`src/rtl/sd_pwr_pkg.sv`:
```
`timescale 1ns/1ps
package sd_pwr_pkg;

  // Field codes as seen by software.
  localparam logic [1:0] FLD_OFF = 2'b00;
  localparam logic [1:0] FLD_RSV = 2'b01;
  localparam logic [1:0] FLD_CYC = 2'b10;
  localparam logic [1:0] FLD_ON  = 2'b11;

  // Internal mode: reset and written-off share code 0 but differ on the pins.
  typedef enum logic [1:0] {
    MODE_RST = 2'd0,
    MODE_OFF = 2'd1,
    MODE_CYC = 2'd2,
    MODE_ON  = 2'd3
  } pwr_mode_e;

  function automatic logic [1:0] mode_to_field(pwr_mode_e m);
    case (m)
      MODE_CYC: mode_to_field = FLD_CYC;
      MODE_ON:  mode_to_field = FLD_ON;
      default:  mode_to_field = FLD_OFF;
    endcase
  endfunction

endpackage

```
`src/rtl/sd_pwr_field.sv`:
```
`timescale 1ns/1ps
module sd_pwr_field
  import sd_pwr_pkg::*;
(
  input  logic       clk,
  input  logic       rst_n,
  input  logic       wr_en,
  input  logic [1:0] wr_data,
  output pwr_mode_e  mode,
  output logic [1:0] rd_data
);

  pwr_mode_e mode_q;
  pwr_mode_e mode_d;
  logic      wr_ok;

  // Power-on locks the field; only reset leaves it.
  assign wr_ok = wr_en && (mode_q != MODE_ON);

  always_comb begin
    mode_d = mode_q;
    if (wr_ok) begin
      case (wr_data)
        FLD_OFF: mode_d = MODE_OFF;
        FLD_CYC: mode_d = MODE_CYC;
        FLD_ON:  mode_d = MODE_ON;
        default: mode_d = mode_q;
      endcase
    end
  end

  always_ff @(posedge clk or negedge rst_n) begin
    if (!rst_n) mode_q <= MODE_RST;
    else        mode_q <= mode_d;
  end

  assign mode    = mode_q;
  assign rd_data = mode_to_field(mode_q);

endmodule

```
`src/rtl/sd_pwr_ckgen.sv`:
```
`timescale 1ns/1ps
module sd_pwr_ckgen #(
  parameter int CLK_HALF = 2
) (
  input  logic clk,
  input  logic rst_n,
  input  logic run,
  output logic ck,
  output logic rise
);

  localparam int DIV_W = (CLK_HALF > 1) ? $clog2(CLK_HALF) : 1;
  localparam logic [DIV_W-1:0] DIV_LAST = DIV_W'(CLK_HALF - 1);

  logic [DIV_W-1:0] div_q, div_d;
  logic             ck_q, ck_d;
  logic             tick;

  assign tick = run && (div_q == DIV_LAST);

  always_comb begin
    div_d = div_q;
    ck_d  = ck_q;
    if (!run) begin
      div_d = '0;
      ck_d  = 1'b0;
    end else if (tick) begin
      div_d = '0;
      ck_d  = ~ck_q;
    end else begin
      div_d = div_q + 1'b1;
    end
  end

  always_ff @(posedge clk or negedge rst_n) begin
    if (!rst_n) begin
      div_q <= '0;
      ck_q  <= 1'b0;
    end else begin
      div_q <= div_d;
      ck_q  <= ck_d;
    end
  end

  assign ck   = ck_q;
  // Pulse in the cycle whose closing edge raises the card clock.
  assign rise = tick && !ck_q;

endmodule

```
`src/rtl/sd_pwr_wake.sv`:
```
`timescale 1ns/1ps
module sd_pwr_wake #(
  parameter int WAKE_CYC = 74
) (
  input  logic clk,
  input  logic rst_n,
  input  logic run,
  input  logic rise,
  output logic ready
);

  localparam int CNT_W = $clog2(WAKE_CYC + 1);
  localparam logic [CNT_W-1:0] CNT_END = CNT_W'(WAKE_CYC);

  logic [CNT_W-1:0] cnt_q, cnt_d;
  logic             rdy_q, rdy_d;
  logic             cnt_ce;

  assign cnt_ce = run && rise && (cnt_q != CNT_END);

  always_comb begin
    cnt_d = cnt_q;
    if (!run)        cnt_d = '0;
    else if (cnt_ce) cnt_d = cnt_q + 1'b1;
    rdy_d = run && (cnt_q == CNT_END);
  end

  always_ff @(posedge clk or negedge rst_n) begin
    if (!rst_n) begin
      cnt_q <= '0;
      rdy_q <= 1'b0;
    end else begin
      cnt_q <= cnt_d;
      rdy_q <= rdy_d;
    end
  end

  assign ready = rdy_q;

endmodule

```
`src/rtl/sd_pwr_pinmux.sv`:
```
`timescale 1ns/1ps
module sd_pwr_pinmux
  import sd_pwr_pkg::*;
#(
  parameter int DAT_W = 8
) (
  input  pwr_mode_e        mode,
  input  logic             ready,
  input  logic             ck_gen,
  input  logic [DAT_W-1:0] xf_dat_o,
  input  logic [DAT_W-1:0] xf_dat_oe,
  input  logic             xf_cmd_o,
  input  logic             xf_cmd_oe,
  output logic [DAT_W-1:0] dat_o,
  output logic [DAT_W-1:0] dat_oe,
  output logic             cmd_o,
  output logic             cmd_oe,
  output logic             ck_o,
  output logic             ck_oe
);

  always_comb begin
    ck_oe = 1'b1;
    case (mode)
      MODE_OFF: begin
        dat_o = '1; dat_oe = '1; cmd_o = 1'b1; cmd_oe = 1'b1; ck_o = 1'b1;
      end
      MODE_CYC: begin
        dat_o = '0; dat_oe = '1; cmd_o = 1'b0; cmd_oe = 1'b1; ck_o = 1'b0;
      end
      MODE_ON: begin
        ck_o = ck_gen;
        if (ready) begin
          dat_o = xf_dat_o; dat_oe = xf_dat_oe;
          cmd_o = xf_cmd_o; cmd_oe = xf_cmd_oe;
        end else begin
          dat_o = '1; dat_oe = '1; cmd_o = 1'b1; cmd_oe = 1'b1;
        end
      end
      default: begin
        dat_o = '0; dat_oe = '0; cmd_o = 1'b0; cmd_oe = 1'b0; ck_o = 1'b0;
      end
    endcase
  end

endmodule

```
`src/rtl/sd_pwr_seq.sv`:
```
`timescale 1ns/1ps
module sd_pwr_seq
  import sd_pwr_pkg::*;
#(
  parameter int DAT_W    = 8,
  parameter int CLK_HALF = 2,
  parameter int WAKE_CYC = 74
) (
  input  logic             clk,
  input  logic             rst_n,
  input  logic             pwr_wr,
  input  logic [1:0]       pwr_wdata,
  output logic [1:0]       pwr_rd,
  input  logic [DAT_W-1:0] xf_dat_o,
  input  logic [DAT_W-1:0] xf_dat_oe,
  input  logic             xf_cmd_o,
  input  logic             xf_cmd_oe,
  output logic [DAT_W-1:0] dat_o,
  output logic [DAT_W-1:0] dat_oe,
  output logic             cmd_o,
  output logic             cmd_oe,
  output logic             ck_o,
  output logic             ck_oe,
  output logic             ctrl_en
);

  pwr_mode_e mode;
  logic      run;
  logic      ck_gen;
  logic      ck_rise;
  logic      ready;

  assign run = (mode == MODE_ON);

  sd_pwr_field field_i (
    .clk     (clk),
    .rst_n   (rst_n),
    .wr_en   (pwr_wr),
    .wr_data (pwr_wdata),
    .mode    (mode),
    .rd_data (pwr_rd)
  );

  sd_pwr_ckgen #(.CLK_HALF(CLK_HALF)) ckgen_i (
    .clk   (clk),
    .rst_n (rst_n),
    .run   (run),
    .ck    (ck_gen),
    .rise  (ck_rise)
  );

  sd_pwr_wake #(.WAKE_CYC(WAKE_CYC)) wake_i (
    .clk   (clk),
    .rst_n (rst_n),
    .run   (run),
    .rise  (ck_rise),
    .ready (ready)
  );

  sd_pwr_pinmux #(.DAT_W(DAT_W)) pinmux_i (
    .mode      (mode),
    .ready     (ready),
    .ck_gen    (ck_gen),
    .xf_dat_o  (xf_dat_o),
    .xf_dat_oe (xf_dat_oe),
    .xf_cmd_o  (xf_cmd_o),
    .xf_cmd_oe (xf_cmd_oe),
    .dat_o     (dat_o),
    .dat_oe    (dat_oe),
    .cmd_o     (cmd_o),
    .cmd_oe    (cmd_oe),
    .ck_o      (ck_o),
    .ck_oe     (ck_oe)
  );

  assign ctrl_en = ready;

endmodule

```
`config.mk`:
```
export PLATFORM = sky130hd
export DESIGN_NAME = sd_pwr_seq
export DESIGN_NICKNAME = d
export VERILOG_FILES = /design/src/rtl/sd_pwr_pkg.sv /design/src/rtl/sd_pwr_field.sv /design/src/rtl/sd_pwr_ckgen.sv /design/src/rtl/sd_pwr_wake.sv /design/src/rtl/sd_pwr_pinmux.sv /design/src/rtl/sd_pwr_seq.sv
export SDC_FILE = /design/constraint.sdc
export NUM_CORES = 1
export LEC_CHECK = 0
export BUFFER_PORTS_ARGS = -buffer_cell sky130_fd_sc_hd__buf_2
export CAP_MARGIN = 20
export CORE_MARGIN = 8
export CORE_UTILIZATION = 50
export DETAILED_ROUTE_END_ITERATION = 10
export PLACE_DENSITY_LB_ADDON = 0.2
export REMOVE_ABC_BUFFERS = 1
export SLEW_MARGIN = 20
export SYNTH_ARGS = -nofsm -noshare
export SYNTH_HDL_FRONTEND = slang
export SYNTH_SLANG_ARGS = --single-unit
```
`constraint.sdc`:
```
create_clock -name clk -period 4.2 [get_ports clk]
set_input_delay 0.84 -clock clk [delete_from_list [all_inputs] [get_ports clk]]
set_output_delay 0.84 -clock clk [all_outputs]
set_load 0.03 [all_outputs]
```
==> results.md, run 1 <==
* Avg Inst Size Synth at between 8 and 9 sq um
* Worst reg2reg path startpoint: field_i.mode[0]$_DFFE_PN0P_
* Top cells by area, synth: dfrtp_1 30%, nand2b_1 13%, ha_1 8.6%
* Slew HR at between 50% and 60%
* Gr busiest metal: met2
* Die height at between 60 and 70 um
* Max Buffers Root-to-Sink at 2
* Clock transition at path regs at approximately 0.08 ns
* Final count of hold timing violations at 0
* Total Neg Setup Slack at 0 ns
* DP HPWL at around 2000 um
* Hold Buf Count CTS at 0
* Unrepaired setup endpoints after global routing: false
* Hold Crit Class: input pin to asynchronous set/reset pin
* Detailed Route WL at around 2700 um
* CTS HTree Levels at 1
* Cells after Synth at between 100 and 150
* Remaining Overflow, GRT at 0
* Max Clock Skew at about 0.0068 ns
* Cts repair resizes at 0
* Reg2Reg Setup Slack at 2.45 ns
* Vias in the first global route at 943
* Num CTS Buffers at 3
* Area leader, netlist: dfrtp_1
* Fin crit period at 2.67 ns
* Synth cell types at 33
* Fin crit share at 63.5%
* Final Max Slew Viols at 0
* Worst-margin pin slew at roughly 0.63 ns
* Worst skew pair latency at 0.28 ns
* Critical path, cell by cell: ha_2 > a21oi_1 > nor2_1 > buf_2
* Critical path's slowest cell: ha_2
* Avg WL per Cell at ~14 um
* Routability congestion estimate from global placement at 0.753
* 1st-iter DRT viols at between 40 and 50
* Crit-path max cell delay at 0.63 ns
* Die outline width at roughly 61 um
* Grt met1 use at roughly 16%
* First-pass iteration count of the detailed router at 4
* Fillers at between 150 and 200
* Status: finished clean
* Worst Setup End Kind: primary output
* GR met3 Demand/Resource at under 10%
* Die Footprint at 3730 sq um
* Worst Path Arrival at between 1.5 and 2 ns
* Nets at about 200
* Max_cap viols at 0
* CP required at approximately 3.4 ns
* Commonest cells after routing, fill and taps aside: 44 x buf_2, 21 x nand2b_1, 12 x dfrtp_1
* Initial core utilization at between 50% and 60%
* Crit Path Class: register to primary output
* Placeable Area at between 1500 and 2000 sq um
* Area Growth Syn to Fin at 24.0%
* Rows at 16
* Post-CTS Setup Repair Bufs at 0
* Initial antenna violation count at 0
* ANT cells at 0
* Post-synth ARST share at between 90% and 100%
* Ratio of cells with drive above 1 in the final layout at between 30% and 40%
* TritonCTS clock tree: built
* Global-route wire length before repair at ~4000 um
* Worst Path Max Fanout at 37
* Sequential area share after synthesis at 29.5%
* F_max at around 380 MHz
* Antenna-violating nets left at 0
* # DRC at 0
* Yosys reg bits at 12
* Largest net degree at the start of global routing at 38
* Post-synth EDFFs at 0
* Port Buffers at 44
* Setup-failing EPs final at 0
* Mapped Area at 1020 sq um
* Synth warn at 0
* Top_reg_cell synth: dfrtp_1
* Most common cell after layout, fill and taps aside: buf_2
* Worst-case reg-to-reg path depth at 4
* Grt met2 use at 24.5%
* Io pins at 46
* Share of the synthesized area in the top cell type at a little under 30%
* Startpoint types: register
* Tot GR Track Use at ~14%
* Via density at between 5 and 6
* Vias at roughly 1000
* Clk sinks at 12
* Root buffer cell: clkbuf_4
* R2r endpoint: field_i.mode[0]$_DFFE_PN0P_
state kept, by name, summed over array words and instances, names as in the netlist:
name           flops
wake_i.cnt_q       7
field_i.mode       2
ckgen_i.ck         1
ckgen_i.div_q      1
wake_i.ready       1
critical path, delay by kind of cell (launching register included):
family	cells	cell delay, ns
flip-flops	1	0.44
AO/OA/AOI/OAI	1	0.14
AND/OR/NAND/NOR	1	0.12
adder cells (fa/ha/maj)	1	0.63
buffers and inverters	1	0.21
routing by layer:
metal / share of wire [%] / up-vias
li1: - / 503
met1: 41 / 454
met2: 47 / 36
met3: 10 / 5
met4: 1.5 / 0
met5: 0 / -
cells in the mapped netlist (3+ instances only):
library cell,instances
a21o_1,10
a21oi_1,10
clkbuf_1,6
dfrtp_1,12
ha_1,7
inv_1,5
nand2_1,8
nand2b_1,21
nand3_1,4
nor2_1,10
o21ai_0,3
area by class of cell:
type	instances	area (sq um)	area share (%)
repair buffers	44	220	17.5
well taps	27	33.8	2.68
inverters	5	18.8	1.49
clock buffers	4	36.3	2.88
multi-input cells	99	652	51.7
flip-flops and latches	12	300	23.8
metrics by stage:
step | util [%] | hold WS [ns] | instance area (sq um) | setup slack (ns) | instances
floorplan | - | 0.436 | 968 | 1.71 | 116
global placement | 63.0 | 0.451 | 1220 | 1.61 | 187
detailed placement | 63.0 | 0.460 | 1220 | 1.52 | 187
CTS | 64.8 | 0.434 | 1260 | 1.19 | 191
global route | 64.9 | 0.435 | 1260 | 1.40 | 191
finish | 64.9 | 0.428 | 1260 | 1.53 | 191
logic make-up (layout without fill, tap and decap cells):
family                   after synthesis  count (layout)  share of synthesized area [%]
AO/OA/AOI/OAI                         35              35                           23.4
adder cells (fa/ha/maj)                7               7                           8.61
buffers and inverters                 15              53                           6.64
flip-flops                            12              12                           29.5
multiplexers                           1               1                          0.984
other                                  1               1                          0.369
AND/OR/NAND/NOR                       55              55                           30.5
worst max-delay path by stage:
stage | start | end
finish | field_i.mode[0]$_DFFE_PN0P_ | dat_oe[2]
global route | field_i.mode[0]$_DFFE_PN0P_ | dat_oe[7]
CTS | field_i.mode[0]$_DFFE_PN0P_ | dat_oe[2]
detailed placement | field_i.mode[0]$_DFFE_PN0P_ | dat_oe[4]
global placement | field_i.mode[0]$_DFFE_PN0P_ | dat_oe[0]
floorplan | field_i.mode[0]$_DFFE_PN0P_ | cmd_oe
Power of run 1 is not shown: default switching activity piles up to over one toggle a cycle in this logic, so the estimate is an artifact.
==> run 2: changes to the inputs <==
- ABC_AREA: unset -> 1
- CORE_UTILIZATION: 50 -> 45
- clock period: 4.2 -> 2.7 ns (I/O delays scaled with it)
==> run 2 against run 1 <==
- cell count increased by 4.2%
- sequential share of layout area increased by 1.3 points
- design area decreased by 5.3%
- non-clock buffer count increased by 1
- first-iteration DRC count increased to 2.7 times the previous value
- largest cell class unchanged
- worst setup slack got worse by 1.2 ns
- count of clock-buffer cells in the layout decreased by 1
- synthesized area decreased by 7.4%
- register-to-register slack got worse by 1.6 ns
==> results.md, run 2 <==
* Root buffer cell: clkbuf_4
* Crit-path max cell delay at 0.56 ns (-0.07 ns)
* Max Buffers Root-to-Sink at 2 (unchanged)
* Worst Path Arrival at 1.81 ns (-0.02 ns)
* Vias in the first global route at 913 (-3.2%)
* First-pass iteration count of the detailed router at 4 (unchanged)
* Top cells by area, synth: dfrtp_1 32%, nand2_1 10%, o21ai_0 9.6%
* Power Dens Cells at ~1100 nW/um^2
* Via density at 4.92 (-5.8%)
* Multi-input logic area at 558 sq um (-14%)
* Fillers at 211 (+23%)
* Num CTS Buffers at 3 (unchanged)
* Antenna-violating nets left at 0 (unchanged)
* Tot GR Track Use at 12.4% (-1.9 points)
* Synth cell types at 26 (-21%)
* Remaining Overflow, GRT at 0 (unchanged)
* TritonCTS clock tree: built
* Clk sinks at 12 (unchanged)
* Slew HR at 60.6% (+2.6 points)
* Final Max Slew Viols at 0 (unchanged)
* Post-CTS Setup Repair Bufs at 0 (unchanged)
* Clock transition at path regs at 0.07 ns (about the same)
* Nets at 204 (+4.6%)
* Seq pwr share at between 10% and 20%
* Pleak at 0.000611 uW
* Largest net degree at the start of global routing at 24 (-37%)
* 1st-iter DRT viols at 114 (+170%)
* Critical path's slowest cell: ha_1
* CP required at 2.16 ns (-1.20 ns)
* Die Footprint at 3810 sq um (+2.1%)
* Finished Core Util at 60.9% (-4.0 points)
* Routability congestion estimate from global placement at 0.810 (+7.6%)
* ANT cells at 0 (unchanged)
* Worst VDD drop at approximately 0.67 mV
* Yosys reg bits at 12 (unchanged)
* Worst Path Max Fanout at 23 (-38%)
* Clk pwr share at between 7 and 8%
* Startpoint types: register
* Max Clock Skew at 0.00422 ns (-0.00254 ns)
* Io pins at 46 (unchanged)
* Final count of hold timing violations at 0 (unchanged)
* Vias at 980 (-1.8%)
* CP delay by family, top: adder cells
* Top_reg_cell synth: dfrtp_1
* Place WS at 0.632 ns (-0.889 ns)
* Sw power at approximately 800 uW
* Total Neg Setup Slack at 0 ns (unchanged)
* Die outline width at 61.8 um (+1.1%)
* Worst-margin pin slew at 0.591 ns (-0.0395 ns)
* Fin crit share at just under 90%
* Share of the synthesized area in the top cell type at 31.9% (+2.4 points)
* Status: finished clean
* DP HPWL at 1900 um (-4.4%)
* CTS HTree Levels at 1 (unchanged)
* R2r endpoint: wake_i.cnt_q[2]$_DFFE_PN0P_
* F_max at about 430 MHz
* Largest Register: wake_i.cnt_q
* Avg Inst Size Synth at 7.25 sq um (-10%)
* Count leader, synth: nand2_1
* Worst Setup End Kind: primary output
* Rows at 16 (unchanged)
* Sequential area share after synthesis at 31.9% (+2.4 points)
* Initial antenna violation count at 0 (unchanged)
* Fin crit period at around 2.3 ns
* Mapped Area at 942 sq um (-7.4%)
* Hold Buf Count CTS at 0 (unchanged)
* Area Growth Syn to Fin at 26.8%
* Initial core utilization at 48.0% (-4.4 points)
* Logic pwr share at 74.1%
* Commonest cells in the netlist: 26 x nand2_1, 18 x o21ai_0, 12 x dfrtp_1
* Setup WS post-layout at 0.352 ns (-1.18 ns)
* Worst-case reg-to-reg path depth at 7 (+3)
* Max reg flops at 7 (unchanged)
* Cells after Synth at 130 (+3.2%)
* Global-route wire length before repair at 3710 um (-9.0%)
* Critical path, cell by cell: ha_1 > o21ai_0 > a21oi_1 > buf_2
* Worst setup path start: field_i.mode[1]$_DFFE_PN0P_
* Hold Crit Class: input pin to asynchronous set/reset pin
* Sequential cell area at 300 sq um (unchanged)
* Detailed Route WL at 2360 um (-13%)
* Area leader, netlist: dfrtp_1
* Worst skew pair latency at 0.27 ns (about the same)
* Synth warn at 0 (unchanged)
* Ratio of cells with drive above 1 in the final layout at 32.6% (-0.37 points)
* Die height at 61.8 um (+1.1%)
* Worst reg2reg path startpoint: field_i.mode[1]$_DFFE_PN0P_
* Post-synth ARST share at 100% (unchanged)
* Switch share at 60.5%
* Crit Path Class: register to primary output
* CP Buf/Inv Count at 1 (unchanged)
* Setup-failing EPs final at 0 (unchanged)
* # DRC at 0 (unchanged)
* Cts repair resizes at 0 (unchanged)
* Avg WL per Cell at 11.8 um (-16%)
* Placeable Area at 1960 sq um (+1.0%)
* Post-synth EDFFs at 0 (unchanged)
* Most common cell after layout, fill and taps aside: buf_2
* Max_cap viols at 0 (unchanged)
* Port Buffers at 44 (unchanged)
* Commonest cells after routing, fill and taps aside: 44 x buf_2, 26 x nand2_1, 18 x o21ai_0, 12 x dfrtp_1
* Int Power at 529 uW
* Reg2Reg Setup Slack at 0.89 ns (-1.56 ns)
* Unrepaired setup endpoints after global routing: false
run 2: power groups by stage:
stage	Clock, uW	Combinational, uW	Sequential, uW
after global placement	0	989	243
after global routing	118	1080	247
after detailed placement	0	1000	246
after CTS	111	1000	243
after floorplan	0	724	239
final	106	994	241
run 2: through the flow:
step | total power [uW] | std cells | hold WS [ns] | area [sq um]
finish | 1340 | 199 | 0.134 | 1190
global route | 1450 | 199 | 0.143 | 1190
CTS | 1360 | 199 | 0.135 | 1190
detailed placement | 1250 | 196 | 0.432 | 1170
global placement | 1230 | 196 | 0.430 | 1170
floorplan | 963 | 124 | 0.244 | 911
run 2: layout make-up:
cell class / instances / share of cell area [%]
multi-input cells: 98 / 46.7
inverters: 14 / 4.40
repair buffers: 45 / 19.1
flip-flops and latches: 12 / 25.1
well taps: 27 / 2.83
clock buffers: 3 / 1.88
run 2: logic make-up after synthesis:
kind of cell	after synthesis	share of synthesized area [%]
xor gates and xnor gates	3	2.79
AOI/OAI and AO/OA	32	17.1
and+or+nand+nor	55	29.6
other	1	0.398
adders and majority gates	7	9.30
buffers and inverters	20	8.90
DFF	12	31.9
run 2: how the worst max path moves through the flow:
stage                            to  slack, ns  cells after the start
final                     dat_oe[3]       0.35                      4
after floorplan              cmd_oe       0.52                      3
after global placement    dat_oe[5]       0.73                      4
after detailed placement  dat_oe[3]       0.63                      4
after CTS                 dat_oe[3]       0.35                      4
after global routing      dat_oe[1]       0.16                      4
run 2: layer usage:
layer	track usage [%]	up-vias	part of all wire (%)	routed length [um]
li1	-	509	-	-
met1	13.5	425	40	935
met2	21.6	42	43	1010
met3	2.67	4	16	377
met4	7.14	0	1.3	30
met5	0	-	0	0
Note: power is estimated with default switching activity, not from simulation.
==> run 3: changes to the inputs <==
- ABC_AREA: 1 -> 0
- CORE_UTILIZATION: 45 -> 46
- REMOVE_ABC_BUFFERS: 1 -> unset
==> run 3 against run 2 <==
- routed wire length increased by 8.2%
- flip-flop and latch count unchanged
- critical path depth unchanged
- worst setup slack got worse by 0.029 ns
- non-clock buffer count unchanged
- clock skew decreased by 0.0032 ns
- design area increased by 4.9%
- register-to-register slack got worse by 0.02 ns
- sequential share of layout area decreased by 1.2 points
- utilization decreased by 2.5 points
- via count increased by 3.3%
- highest routed layer unchanged
==> results.md, run 3 (synthesis gave the netlist of run 1 again) <==
* Status: finished clean
* Largest net degree at the start of global routing at 23 (-4.2%)
* ANT cells at 0 (unchanged)
* Total Neg Setup Slack at 0 ns (unchanged)
* Fillers at 199 (-5.7%)
* Max Buffers Root-to-Sink at 2 (unchanged)
* Crit Path Class: register to primary output
* Die Footprint at 3970 sq um (+4.2%)
* Cts repair resizes at 0 (unchanged)
* Worst skew pair latency at 0.27 ns (about the same)
* Worst Setup End Kind: primary output
* Port Buffers at 44 (unchanged)
* Remaining Overflow, GRT at 0 (unchanged)
* Unrepaired setup endpoints after global routing: false
* Nets at 196 (-3.9%)
* Startpoint types: register
* Largest Register: wake_i.cnt_q
* Global-route wire length before repair at 4350 um (+17%)
* CTS HTree Levels at 1 (unchanged)
* F_max at 421 MHz (-1.2%)
* CP required at 2.16 ns (about the same)
* Most common cell after layout, fill and taps aside: buf_2
* TritonCTS clock tree: built
* Area Growth Syn to Fin at 23.2%
* Max reg flops at 7 (unchanged)
* Avg WL per Cell at 13.3 um (+12%)
* Post-CTS Setup Repair Bufs at 0 (unchanged)
* Num CTS Buffers at 3 (unchanged)
* Ratio of cells with drive above 1 in the final layout at 32.3% (-0.24 points)
* Root buffer cell: clkbuf_4
* Clock transition at path regs at 0.07 ns (about the same)
* Hold Crit Class: input pin to asynchronous set/reset pin
* Io pins at 46 (unchanged)
* Worst Path Max Fanout at 22 (-4.3%)
* Setup-failing EPs final at 0 (unchanged)
* Max Clock Skew at 0.00106 ns (-0.00316 ns)
* First-pass iteration count of the detailed router at 4 (unchanged)
* Max_cap viols at 0 (unchanged)
* Vias in the first global route at 949 (+3.9%)
* Worst-margin pin slew at 0.746 ns (+0.155 ns)
* Antenna-violating nets left at 0 (unchanged)
* Routability congestion estimate from global placement at 0.799 (-1.4%)
* # DRC at 0 (unchanged)
* DP HPWL at 1960 um (+3.1%)
* Worst Path Arrival at 1.84 ns (+0.03 ns)
* Fin crit period at 2.38 ns (+0.0288 ns)
* Placeable Area at 2150 sq um (+9.5%)
* Gr busiest metal: met2
* Final Max Slew Viols at 0 (unchanged)
* Initial core utilization at 47.4% (-0.67 points)
* Detailed Route WL at 2550 um (+8.2%)
* Rows at 17 (+1)
* Commonest cells after routing, fill and taps aside: 44 x buf_2, 21 x nand2b_1, 12 x dfrtp_1
* Fin crit share at 88.0% (+1.1 points)
* Net Count, Synth at about 160
* Die outline width at 63.0 um (+2.1%)
* Grt met1 use at 15.1% (+1.6 points)
* Final count of hold timing violations at 0 (unchanged)
* Grt met2 use at 21.8% (+0.20 points)
* Tot GR Track Use at 13.0% (+0.57 points)
* Vias at 1012 (+3.3%)
* Multi-input logic area at 649 sq um (+16%)
* Hold Buf Count CTS at 0 (unchanged)
* Slew HR at 50.3% (-10 points)
* Via density at 5.27 (+7.0%)
* Die height at 63.0 um (+2.1%)
* 1st-iter DRT viols at 64 (-44%)
* Initial antenna violation count at 0 (unchanged)
* Clk sinks at 12 (unchanged)
* Sequential cell area at 300 sq um (unchanged)
* GR met3 Demand/Resource at 4.12% (+1.4 points)
[run 3: cell count changes in the layout (fill, tap and decap cells not counted), moves of 3 or more]
cell / change
a21o_1: +10
inv_1: -6
nand2_1: -18
nand2b_1: +21
nand3_1: -7
o21ai_0: -15
o21ai_1: -3
xor2_1: -3
[run 3: critical path, stage by stage (launching register included)]
cell and delay, ns:
dfrtp_1 0.42, ha_1 0.67, a21oi_1 0.15, nor2_1 0.11, buf_2 0.20
[run 3: cell type report]
type / instances / share of cell area [%]
Multi-Input combinational cell: 99 / 51.8
Sequential cell: 12 / 24.0
Timing Repair Buffer: 45 / 18.2
Tap cell: 28 / 2.79
Clock buffer: 3 / 1.80
Inverter: 5 / 1.50
[run 3: worst paths after layout]
kind	start	endpoint	cells after the start	slack, ns
worst max-delay path	field_i.mode[0]$_DFFE_PN0P_	dat_oe[7]	4	0.32
worst min-delay path	rst_n	wake_i.cnt_q[5]$_DFFE_PN0P_	1	0.13
worst max register to register	field_i.mode[0]$_DFFE_PN0P_	wake_i.cnt_q[0]$_DFFE_PN0P_	4	0.87
worst min register to register	ckgen_i.div_q$_DFF_PN0_	ckgen_i.div_q$_DFF_PN0_	1	0.47
max in group asynchronous	rst_n	field_i.mode[0]$_DFFE_PN0P_	1	2.36
min in group clk	ckgen_i.div_q$_DFF_PN0_	ckgen_i.div_q$_DFF_PN0_	1	0.47
[run 3: metal layers]
layer | part of all wire, % | wire length, um | vias to the layer above
li1 | - | - | 505
met5 | 0 | 0 | -
met1 | 45 | 1160 | 467
met3 | 7.9 | 201 | 5
met4 | 1.1 | 28 | 0
met2 | 46 | 1170 | 35
[run 3: per-stage QoR]
step                      std cells  utilization, %  hold slack [ns]  cell area (sq um)  worst slack (ns)
after floorplan                 126               -            0.244               1020             0.584
after global placement          189            57.3            0.430               1230             0.713
after detailed placement        189            57.3            0.437               1230             0.649
after CTS                       192            58.4            0.141               1250             0.348
after global routing            192            58.4            0.156               1250             0.137
final                           192            58.4            0.131               1250             0.323
Power of run 3 is left out for the same reason.
